`src/rtl/dacif_pkg.sv`:
```
package dacif_pkg;
  localparam int FRAME_W = 24;
  localparam int ADDR_W  = 3;
  localparam int DATA_W  = 20;

  typedef enum logic [ADDR_W-1:0] {
    RA_NOP  = 3'd0,
    RA_CODE = 3'd1,
    RA_CTRL = 3'd2,
    RA_CLR  = 3'd3,
    RA_ACT  = 3'd4
  } reg_addr_e;

  // control word bit positions
  localparam int CB_BUF    = 1;
  localparam int CB_CLAMP  = 2;
  localparam int CB_TRI    = 3;
  localparam int CB_CODING = 4;
  localparam int CB_SDOOFF = 5;
  localparam int CB_LIN_LO = 6;
  localparam int CB_TOP    = 9;

  localparam logic [CB_TOP:1] CTRL_RESET = 9'b000000110;  // clamp + tri-state

  // action bit positions
  localparam int AB_LOAD  = 0;
  localparam int AB_CLEAR = 1;
  localparam int AB_RESET = 2;
endpackage

```
`src/rtl/dacif_frame_rx.sv`:
```
module dacif_frame_rx
  import dacif_pkg::*;
#(
  parameter int SYNC_STAGES = 2
) (
  input  logic               clk,
  input  logic               rst,
  input  logic               sclk,
  input  logic               cs_n,
  input  logic               mosi,
  output logic               sclk_fall,
  output logic               cs_active,
  output logic               frame_end,
  output logic               frame_ok,
  output logic [FRAME_W-1:0] frame_word
);
  localparam int CNT_W = $clog2(FRAME_W + 2) + 1;
  localparam logic [CNT_W-1:0] CNT_MAX = '1;
  localparam logic [CNT_W-1:0] CNT_FULL = CNT_W'(FRAME_W);

  logic [SYNC_STAGES:0]   sclk_s;
  logic [SYNC_STAGES:0]   cs_s;
  logic [SYNC_STAGES-1:0] mosi_s;
  logic [CNT_W-1:0]       bit_cnt;
  logic [FRAME_W-1:0]     shreg;

  logic sclk_now, sclk_prev, cs_now, cs_prev, mosi_now, sclk_rise, cs_rise;

  assign sclk_now  = sclk_s[SYNC_STAGES-1];
  assign sclk_prev = sclk_s[SYNC_STAGES];
  assign cs_now    = cs_s[SYNC_STAGES-1];
  assign cs_prev   = cs_s[SYNC_STAGES];
  assign mosi_now  = mosi_s[SYNC_STAGES-1];
  assign cs_active = ~cs_now;
  assign sclk_rise = sclk_now & ~sclk_prev & cs_active;
  assign sclk_fall = ~sclk_now & sclk_prev & cs_active;
  assign cs_rise   = cs_now & ~cs_prev;

  always_ff @(posedge clk) begin
    if (rst) begin
      sclk_s <= '0;
      cs_s   <= '1;
      mosi_s <= '0;
    end else begin
      sclk_s <= {sclk_s[SYNC_STAGES-1:0], sclk};
      cs_s   <= {cs_s[SYNC_STAGES-1:0], cs_n};
      mosi_s <= {mosi_s[SYNC_STAGES-2:0], mosi};
    end
  end

  always_ff @(posedge clk) begin
    if (rst) begin
      bit_cnt    <= '0;
      shreg      <= '0;
      frame_end  <= 1'b0;
      frame_ok   <= 1'b0;
      frame_word <= '0;
    end else begin
      frame_end <= cs_rise;
      frame_ok  <= cs_rise && (bit_cnt == CNT_FULL);
      if (cs_rise) frame_word <= shreg;
      if (!cs_active) begin
        bit_cnt <= '0;
      end else if (sclk_rise) begin
        shreg <= {shreg[FRAME_W-2:0], mosi_now};
        if (bit_cnt != CNT_MAX) bit_cnt <= bit_cnt + 1'b1;
      end
    end
  end

  // an accepted frame always coincides with a frame end
  a_r2_ok_at_end: assert property (@(posedge clk) disable iff (rst)
    frame_ok |-> frame_end);
endmodule

```
`src/rtl/dacif_regs.sv`:
```
module dacif_regs
  import dacif_pkg::*;
#(
  parameter int CODE_BITS = 20
) (
  input  logic              clk,
  input  logic              rst,
  input  logic              wr_en,
  input  logic [ADDR_W-1:0] wr_addr,
  input  logic [DATA_W-1:0] wr_data,
  input  logic [ADDR_W-1:0] rd_addr,
  input  logic              ldac_req,
  output logic [DATA_W-1:0] rd_data,
  output logic [CB_TOP:1]   ctrl,
  output logic [DATA_W-1:0] dac_out,
  output logic              load_pulse,
  output logic              clear_pulse
);
  localparam int LOW_ZERO = DATA_W - CODE_BITS;
  localparam logic [DATA_W-1:0] CODE_MASK = {DATA_W{1'b1}} << LOW_ZERO;

  logic [DATA_W-1:0] code_in, clr_code;
  logic              reset_pulse;
  logic              act_hit;

  assign act_hit = wr_en && (wr_addr == RA_ACT);

  always_ff @(posedge clk) begin
    if (rst) begin
      load_pulse  <= 1'b0;
      clear_pulse <= 1'b0;
      reset_pulse <= 1'b0;
    end else begin
      load_pulse  <= act_hit && wr_data[AB_LOAD];
      clear_pulse <= act_hit && wr_data[AB_CLEAR];
      reset_pulse <= act_hit && wr_data[AB_RESET];
    end
  end

  always_ff @(posedge clk) begin
    if (rst || reset_pulse) begin
      code_in  <= '0;
      clr_code <= '0;
      ctrl     <= CTRL_RESET;
      dac_out  <= '0;
    end else begin
      if (wr_en) begin
        case (wr_addr)
          RA_CODE: code_in  <= wr_data & CODE_MASK;
          RA_CLR:  clr_code <= wr_data & CODE_MASK;
          RA_CTRL: ctrl     <= wr_data[CB_TOP:1];
          default: ;
        endcase
      end
      if (clear_pulse)                 dac_out <= clr_code;
      else if (load_pulse || ldac_req) dac_out <= code_in;
    end
  end

  always_comb begin
    case (rd_addr)
      RA_CODE: rd_data = code_in;
      RA_CLR:  rd_data = clr_code;
      RA_CTRL: rd_data = {{(DATA_W-CB_TOP-1){1'b0}}, ctrl, 1'b0};
      default: rd_data = '0;
    endcase
  end

  // software reset returns the output to the safe clamped state
  a_r7_soft_reset: assert property (@(posedge clk) disable iff (rst)
    reset_pulse |=> (ctrl[CB_CLAMP] && ctrl[CB_TRI] && dac_out == '0));
  // action strobes last exactly one cycle
  a_r8_load_single: assert property (@(posedge clk) disable iff (rst)
    load_pulse |=> !load_pulse);
  a_r8_clear_single: assert property (@(posedge clk) disable iff (rst)
    clear_pulse |=> !clear_pulse);
  // output code holds without a load, clear or reset
  a_r5_out_hold: assert property (@(posedge clk) disable iff (rst)
    (!load_pulse && !clear_pulse && !ldac_req && !reset_pulse) |=> $stable(dac_out));
  // unused low bits stay zero
  a_r10_low_zero: assert property (@(posedge clk) disable iff (rst)
    (dac_out & ~CODE_MASK) == '0);
endmodule

```
`src/rtl/dacif_tx.sv`:
```
module dacif_tx
  import dacif_pkg::*;
(
  input  logic               clk,
  input  logic               rst,
  input  logic               load,
  input  logic [FRAME_W-1:0] load_word,
  input  logic               sclk_fall,
  input  logic               cs_active,
  input  logic               sdo_off,
  output logic               miso,
  output logic               miso_oe
);
  logic [FRAME_W-1:0] shreg;
  logic               oe_q;

  always_ff @(posedge clk) begin
    if (rst) begin
      shreg <= '0;
      oe_q  <= 1'b0;
    end else begin
      oe_q <= cs_active & ~sdo_off;
      if (load)           shreg <= load_word;
      else if (sclk_fall) shreg <= {shreg[FRAME_W-2:0], 1'b0};
    end
  end

  assign miso    = shreg[FRAME_W-1] & oe_q;
  assign miso_oe = oe_q;

  // a disabled serial output is never driven
  a_r11_sdo_off: assert property (@(posedge clk) disable iff (rst)
    sdo_off |=> !miso_oe);
  // the pad is not driven while chip select is high
  a_r11_idle_off: assert property (@(posedge clk) disable iff (rst)
    !cs_active |=> !miso_oe);
endmodule

```
`src/rtl/dac_spi_frontend.sv`:
```
module dac_spi_frontend
  import dacif_pkg::*;
#(
  parameter int CODE_BITS   = 20,
  parameter int SYNC_STAGES = 2
) (
  input  logic        clk,
  input  logic        rst,
  input  logic        spi_sclk,
  input  logic        spi_cs_n,
  input  logic        spi_mosi,
  input  logic        load_n,
  output logic        spi_miso,
  output logic        spi_miso_oe,
  output logic [19:0] dac_code,
  output logic        out_clamp_gnd,
  output logic        out_tristate,
  output logic        ref_buf_sel,
  output logic        twos_comp_sel,
  output logic [3:0]  lin_comp,
  output logic        load_strobe,
  output logic        clear_strobe
);
  logic               sclk_fall, cs_active, frame_end, frame_ok;
  logic [FRAME_W-1:0] frame_word, tx_word;
  logic [DATA_W-1:0]  rd_data;
  logic [CB_TOP:1]    ctrl;
  logic [SYNC_STAGES-1:0] ldac_s;
  logic               is_read;
  logic [ADDR_W-1:0]  f_addr;

  always_ff @(posedge clk) begin
    if (rst) ldac_s <= '1;
    else     ldac_s <= {ldac_s[SYNC_STAGES-2:0], load_n};
  end

  assign is_read = frame_word[FRAME_W-1];
  assign f_addr  = frame_word[FRAME_W-2 -: ADDR_W];
  assign tx_word = (frame_ok && is_read) ? {1'b1, f_addr, rd_data} : '0;

  dacif_frame_rx #(.SYNC_STAGES(SYNC_STAGES)) u_rx (
    .clk(clk), .rst(rst), .sclk(spi_sclk), .cs_n(spi_cs_n), .mosi(spi_mosi),
    .sclk_fall(sclk_fall), .cs_active(cs_active), .frame_end(frame_end),
    .frame_ok(frame_ok), .frame_word(frame_word)
  );

  dacif_regs #(.CODE_BITS(CODE_BITS)) u_regs (
    .clk(clk), .rst(rst), .wr_en(frame_ok && !is_read), .wr_addr(f_addr),
    .wr_data(frame_word[DATA_W-1:0]), .rd_addr(f_addr),
    .ldac_req(~ldac_s[SYNC_STAGES-1]), .rd_data(rd_data), .ctrl(ctrl),
    .dac_out(dac_code), .load_pulse(load_strobe), .clear_pulse(clear_strobe)
  );

  dacif_tx u_tx (
    .clk(clk), .rst(rst), .load(frame_end), .load_word(tx_word),
    .sclk_fall(sclk_fall), .cs_active(cs_active), .sdo_off(ctrl[CB_SDOOFF]),
    .miso(spi_miso), .miso_oe(spi_miso_oe)
  );

  assign out_clamp_gnd = ctrl[CB_CLAMP];
  assign out_tristate  = ctrl[CB_TRI];
  assign ref_buf_sel   = ctrl[CB_BUF];
  assign twos_comp_sel = ctrl[CB_CODING];
  assign lin_comp      = ctrl[CB_TOP:CB_LIN_LO];
endmodule

```
`config.mk`:
```
export PLATFORM = sky130hd
export DESIGN_NAME = dac_spi_frontend
export DESIGN_NICKNAME = d
export VERILOG_FILES = /design/src/rtl/dacif_pkg.sv /design/src/rtl/dacif_frame_rx.sv /design/src/rtl/dacif_regs.sv /design/src/rtl/dacif_tx.sv /design/src/rtl/dac_spi_frontend.sv
export SDC_FILE = /design/constraint.sdc
export NUM_CORES = 1
export LEC_CHECK = 0
export BUFFER_PORTS_ARGS = -buffer_cell sky130_fd_sc_hd__buf_4
export CAP_MARGIN = 20
export CORE_MARGIN = 10
export CORE_UTILIZATION = 65
export DETAILED_ROUTE_END_ITERATION = 16
export PLACE_DENSITY = 0.84
export REMOVE_ABC_BUFFERS = 1
export SLEW_MARGIN = 20
export SYNTH_ARGS = -nofsm -noshare
export SYNTH_HDL_FRONTEND = slang
export SYNTH_SLANG_ARGS = --single-unit
export TNS_END_PERCENT = 10
```
`constraint.sdc`:
```
create_clock -name clk -period 2.4 [get_ports clk]
set_input_delay 0.24 -clock clk [delete_from_list [all_inputs] [get_ports clk]]
set_output_delay 0.24 -clock clk [all_outputs]
set_load 0.03 [all_outputs]
```
==> results of run 1 <==
sequential cells by signal (all words and copies together), names as in the netlist:
name                cells
u_rx.frame_word        24
u_rx.shreg             24
u_tx.shreg             24
u_regs.clr_code        20
u_regs.code_in         20
u_regs.dac_out         20
u_regs.ctrl             9
u_rx.bit_cnt            6
u_rx.cs_s               3
u_rx.sclk_s             3
ldac_s                  2
u_rx.mosi_s             2
u_regs.clear_pulse      1
u_regs.load_pulse       1
u_regs.reset_pulse      1
u_rx.frame_end          1
u_rx.frame_ok           1
u_tx.miso_oe            1
where the power goes:
group	switching (mW)	internal (mW)	total (mW)	leakage, nW
clock network	1.11	1.49	2.60	0.271
registers	0.0131	2.73	2.74	1.32
logic	0.116	0.0601	0.176	0.956
final timing paths:
check,slack [ns],start,cells after the start,endpoint
worst min register to register,0.42,ldac_s[0]$_SDFF_PP1_,1,ldac_s[1]$_SDFF_PP1_
worst max register to register,0.43,u_rx.frame_word[20]$_SDFFE_PP0P_,3,u_regs.code_in[3]$_SDFFE_PP0P_
worst max-delay path,0.43,u_rx.frame_word[20]$_SDFFE_PP0P_,3,u_regs.code_in[3]$_SDFFE_PP0P_
worst min-delay path,0.11,rst,2,u_rx.sclk_s[2]$_SDFF_PP0_
cells in the final DEF (no fill, tap or decap), types with 5 or more instances in the layout:
cell,instances
a211oi_1,22
a21oi_1,98
a22oi_1,9
a31oi_1,14
and2_1,5
buf_4,56
clkbuf_16,16
dfxtp_1,163
inv_1,6
mux2_2,20
mux2i_1,32
nand2_1,125
nand3_1,63
nor2_1,25
nor2b_1,16
o21ai_0,48
o22ai_1,10
or2_2,6
worst max-delay path, delay by kind of cell (launching register included):
kind            cells  cell delay [ns]
simple gates        1             0.60
compound gates      2             0.51
flops               1             0.75
area by class of cell:
| type | instances | area [um2] |
|---|---|---|
| Timing Repair Buffer | 61 | 480 |
| Fill cell | 679 | 2340 |
| Clock buffer | 17 | 414 |
| Tap cell | 133 | 166 |
| Inverter | 6 | 22.5 |
| Clock inverter | 15 | 158 |
| Sequential cell | 163 | 3260 |
| Multi-Input combinational cell | 527 | 3020 |
layer usage:
metal | up-vias | global-route usage [%]
met5 | - | 0
met4 | 0 | 9.65
met3 | 32 | 5.86
met2 | 258 | 34.7
met1 | 2655 | 26.5
li1 | 2705 | -
cell families after synthesis:
kind of cell               after synthesis  share of synthesized area (%)
and+or+nand+nor                        265                           19.0
AOI/OAI and AO/OA                      208                           18.0
DFF                                    163                           49.2
buffers and inverters                   76                           5.27
muxes                                   52                           8.23
adders and majority gates                2                          0.377
==> metrics.txt, run 1 <==
fin. max-slew vios 0; ys async rst share 0%; n_diodes 0; Place WS 0.537 ns; CTS resizes 0; Synth cell types 43; Slew headroom 26.2%; most instantiated cells after synthesis dfxtp_1 (163), nand2_1 (125), a21oi_1 (98); vias per std cell 6.13; worst skew pair latency 0.53 ns; Tot GR Track Use 21.6%; remaining antenna violation count 0; via count 5650; Max Cap Violations 0; gr ovfl total 0; crit path time final 1.97 ns; Placed Instances 886; WL final 15700 um; Worst Skew 0.00646 ns; EDFF count, synth 0; post-CTS setup buffer count 0; slowest cell on the critical path dfxtp_1; Final #Nets 784; core area 9860 um2; Static Leak 2.54 nW; CP Class register to register; sequential area share after synthesis 49.2%; Avg Inst Size Synth 8.65 um2; synthesis-to-layout area growth 13.6%; status completed; Finished Core Util 76.3%; share of cells above drive strength 1 15.7%; WL met1 6580 um; Cell Rows 36; Power, Total 5.52 mW; clk sinks 163; CP max stage delay 0.75 ns; Yosys reg bits 163; clk buf depth 2; CTS clk-pin slew, worst paths 0.07 ns; crit-path cells nand2b_1 > o21ai_0 > a21oi_1; die span in y 121 um; Root Driver clkbuf_8; Yosys top cell area share 49.2%; Final Hold Violating Endpoints 0; top area cells in the synthesized netlist dfxtp_1 (49%), a21oi_1 (7.4%), nand2_1 (7.1%); Max Fclk 506 MHz; antenna violations before repair 0; ys flop type dfxtp_1; setup slack after layout 0.426 ns; CTS tree built; Worst Max-Slew Pin Slew 1.11 ns; H-tree depth 4; WL/cell 17.1 um; Top Ports 38; DR WL met2 7560 um; RSZ-0062 raised after global routing no; largest net degree at the start of global routing 55; area post-placement 6920 um2; most area-hungry cell type in the Yosys netlist dfxtp_1; gpl congestion 0.872; first-pass GRT wire length 26200 um; input/output buffers 37; Hold Path Class primary input to register; Setup Viol. Count Final 0; Tcrit/Tclk final 82.3%; initial cell density of the core 67.2%; die area 14600 um2; critical path arrival 2.39 ns; DRC 0; met3 routed wirelength 1270 um; vias in the first global route 5448; DPL Wire Length 10300 um; DRT Pass-1 Iters 6; Hold WS 0.112 ns; synthesized netlist cell count 766; startpoint types register; top-count cell post-synth dfxtp_1; Synth Cell Area 6630 um2; hold buffer count at CTS 4; Inserted Clock Buffers 17; Top Metal Used met4; PwrDens 733 nW/um2; Worst Path Required 2.81 ns; Critical Path End Type register; final std cells w/o fill 922; Sum Neg Setup Slack 0 ns; DRT iter0 DRCs 545; final instance area 7530 um2; Syn. warnings 0; CP max FO 20; die width 121 um; maximum VDD drop 0.000466 V
Note: power is estimated with default switching activity, not from simulation.
==> inputs of run 2 (changes only) <==
Settings changed: CORE_UTILIZATION 65 to 54, PLACE_DENSITY 0.84 to 0.75.
Clock period 2.4 ns to 1.6 ns, I/O delays scaled along.
==> run 2 against run 1 <==
  * Sequential power increased by 50%
  * First-iteration DRC count increased by 2.0%
  * Largest power group unchanged
  * Non-clock buffer count increased by 7
  * Die area increased by 17%
  * Clock power increased by 50%
  * Worst setup slack got worse by 0.34 ns
  * Final cell count increased by 2.2%
  * Register-to-register slack got worse by 0.34 ns
  * Total power increased by 50%
  * Utilization decreased by 12 points
  * Hold slack got worse by 0.069 ns
==> metrics.txt, run 2 (synthesis results as in run 1) <==
n_diodes 0; share of cells above drive strength 1 15.8%; input/output buffers 37; vias per std cell 5.96; Inserted Clock Buffers 17; CTS tree built; DRT Pass-1 Iters 4; Critical Path End Type register; CTS clk-pin slew, worst paths 0.06 ns; WL final 16400 um; H-tree depth 4; Hold WS 0.0430 ns; crit path time final 1.52 ns; RSZ-0062 raised after global routing no; Tcrit/Tclk final 94.7%; Worst Max-Slew Pin Slew 0.422 ns; Worst Path Required 1.90 ns; fillcell total 993; gpl congestion 0.848; DRT iter0 DRCs 556; critical path arrival 1.81 ns; antenna violations before repair 0; CP max FO 7; Max Fclk 660 MHz; Top Ports 38; die area 17100 um2; Hold Path Class primary input to register; DRC 0; die span in y 131 um; final std cells w/o fill 942; die width 131 um; clk sinks 163; Final Hold Violating Endpoints 0; maximum VDD drop 0.000700 V; first-pass GRT wire length 27000 um; WL/cell 17.4 um; DPL Wire Length 10500 um; Setup Viol. Count Final 0; largest net degree at the start of global routing 54; Cell Rows 40; CP Class register to register; Place WS 0.0599 ns; commonest non-fill, non-tap cells in the layout dfxtp_1 (161), nand2_1 (125), a21oi_1 (98); Max Cap Violations 0; setup slack after layout 0.0841 ns; fin. max-slew vios 0; remaining antenna violation count 0; via count 5611; commonest non-fill, non-tap cell in the layout dfxtp_1; gr ovfl total 0; Static Leak 2.61 nW; Slew headroom 71.9%; initial cell density of the core 55.2%; core area 12000 um2; Final #Nets 791; clk buf depth 2; worst skew pair latency 0.43 ns; leading registers by flop count u_rx.frame_word (24), u_rx.shreg (24), u_tx.shreg (24); synthesis-to-layout area growth 15.7%; status completed; Worst Skew 0.00517 ns; vias in the first global route 5498; startpoint types register; Placed Instances 907; Tot GR Track Use 19.9%; PwrDens 1080 nW/um2; Root Driver clkbuf_16
==> run 2: worst paths after layout <==
check / start / end / slack, ns / depth (start not counted)
setup / recovery: u_rx.cs_s[1]$_SDFF_PP1_ / u_rx.bit_cnt[5]$_SDFFE_PP0P_ / 0.08 / 3
hold / removal: rst / u_rx.frame_word[8]$_SDFFE_PP0P_ / 0.04 / 2
hold reg to reg: u_rx.cs_s[0]$_SDFF_PP1_ / u_rx.cs_s[1]$_SDFF_PP1_ / 0.41 / 1
setup reg to reg: u_rx.cs_s[1]$_SDFF_PP1_ / u_rx.bit_cnt[5]$_SDFFE_PP0P_ / 0.08 / 3
==> run 2: metrics by stage <==
step / TNS [ns] / cell area (um2) / power [mW] / utilization, %
floorplan: -55.97 / 6300 / 4.34 / -
global placement: 0 / 7060 / 4.47 / 58.8
detailed placement: 0 / 7060 / 4.47 / 58.8
CTS: 0 / 7670 / 8.33 / 63.8
global route: 0 / 7670 / 8.56 / 63.8
finish: 0 / 7670 / 8.29 / 63.8
==> run 2: final cells by class <==
class	instances	area [um2]	area share [%]
Sequential cell	163	3270	42.6
Multi-Input combinational cell	527	3020	39.4
Timing Repair Buffer	68	608	7.93
Clock buffer	26	489	6.38
Tap cell	147	184	2.40
Clock inverter	5	75.1	0.979
Inverter	6	22.5	0.294
==> run 2: where the power goes <==
group | leakage, nW | total [mW] | internal, mW | switching [mW]
clock | 0.278 | 3.90 | 2.40 | 1.49
sequential | 1.32 | 4.12 | 4.10 | 0.0184
combinational | 1.01 | 0.274 | 0.0959 | 0.178
total | 2.61 | 8.29 | 6.60 | 1.69
==> run 2: layer usage <==
| layer | GRT usage [%] | part of all wire, % |
|---|---|---|
| met1 | 23.2 | 41 |
| met4 | 7.00 | 1.6 |
| met5 | 0 | 0 |
| met3 | 5.28 | 6.8 |
| met2 | 34.3 | 50 |
==> run 2: what timing repair did <==
action / 4_1_cts / 5_1_grt
resized for setup: 0 / 2
setup buffers: 0 / 0
hold endpoints to repair: 4 / 0
hold buffers: 4 / 0
endpoints found under the setup margin: 0 / 5
==> run 2: worst max-delay path, stage by stage, from the launching register on <==
cell      delay [ns]
dfxtp_1         0.36
or3b_1          0.50
nor4b_1         0.40
a211oi_1        0.13
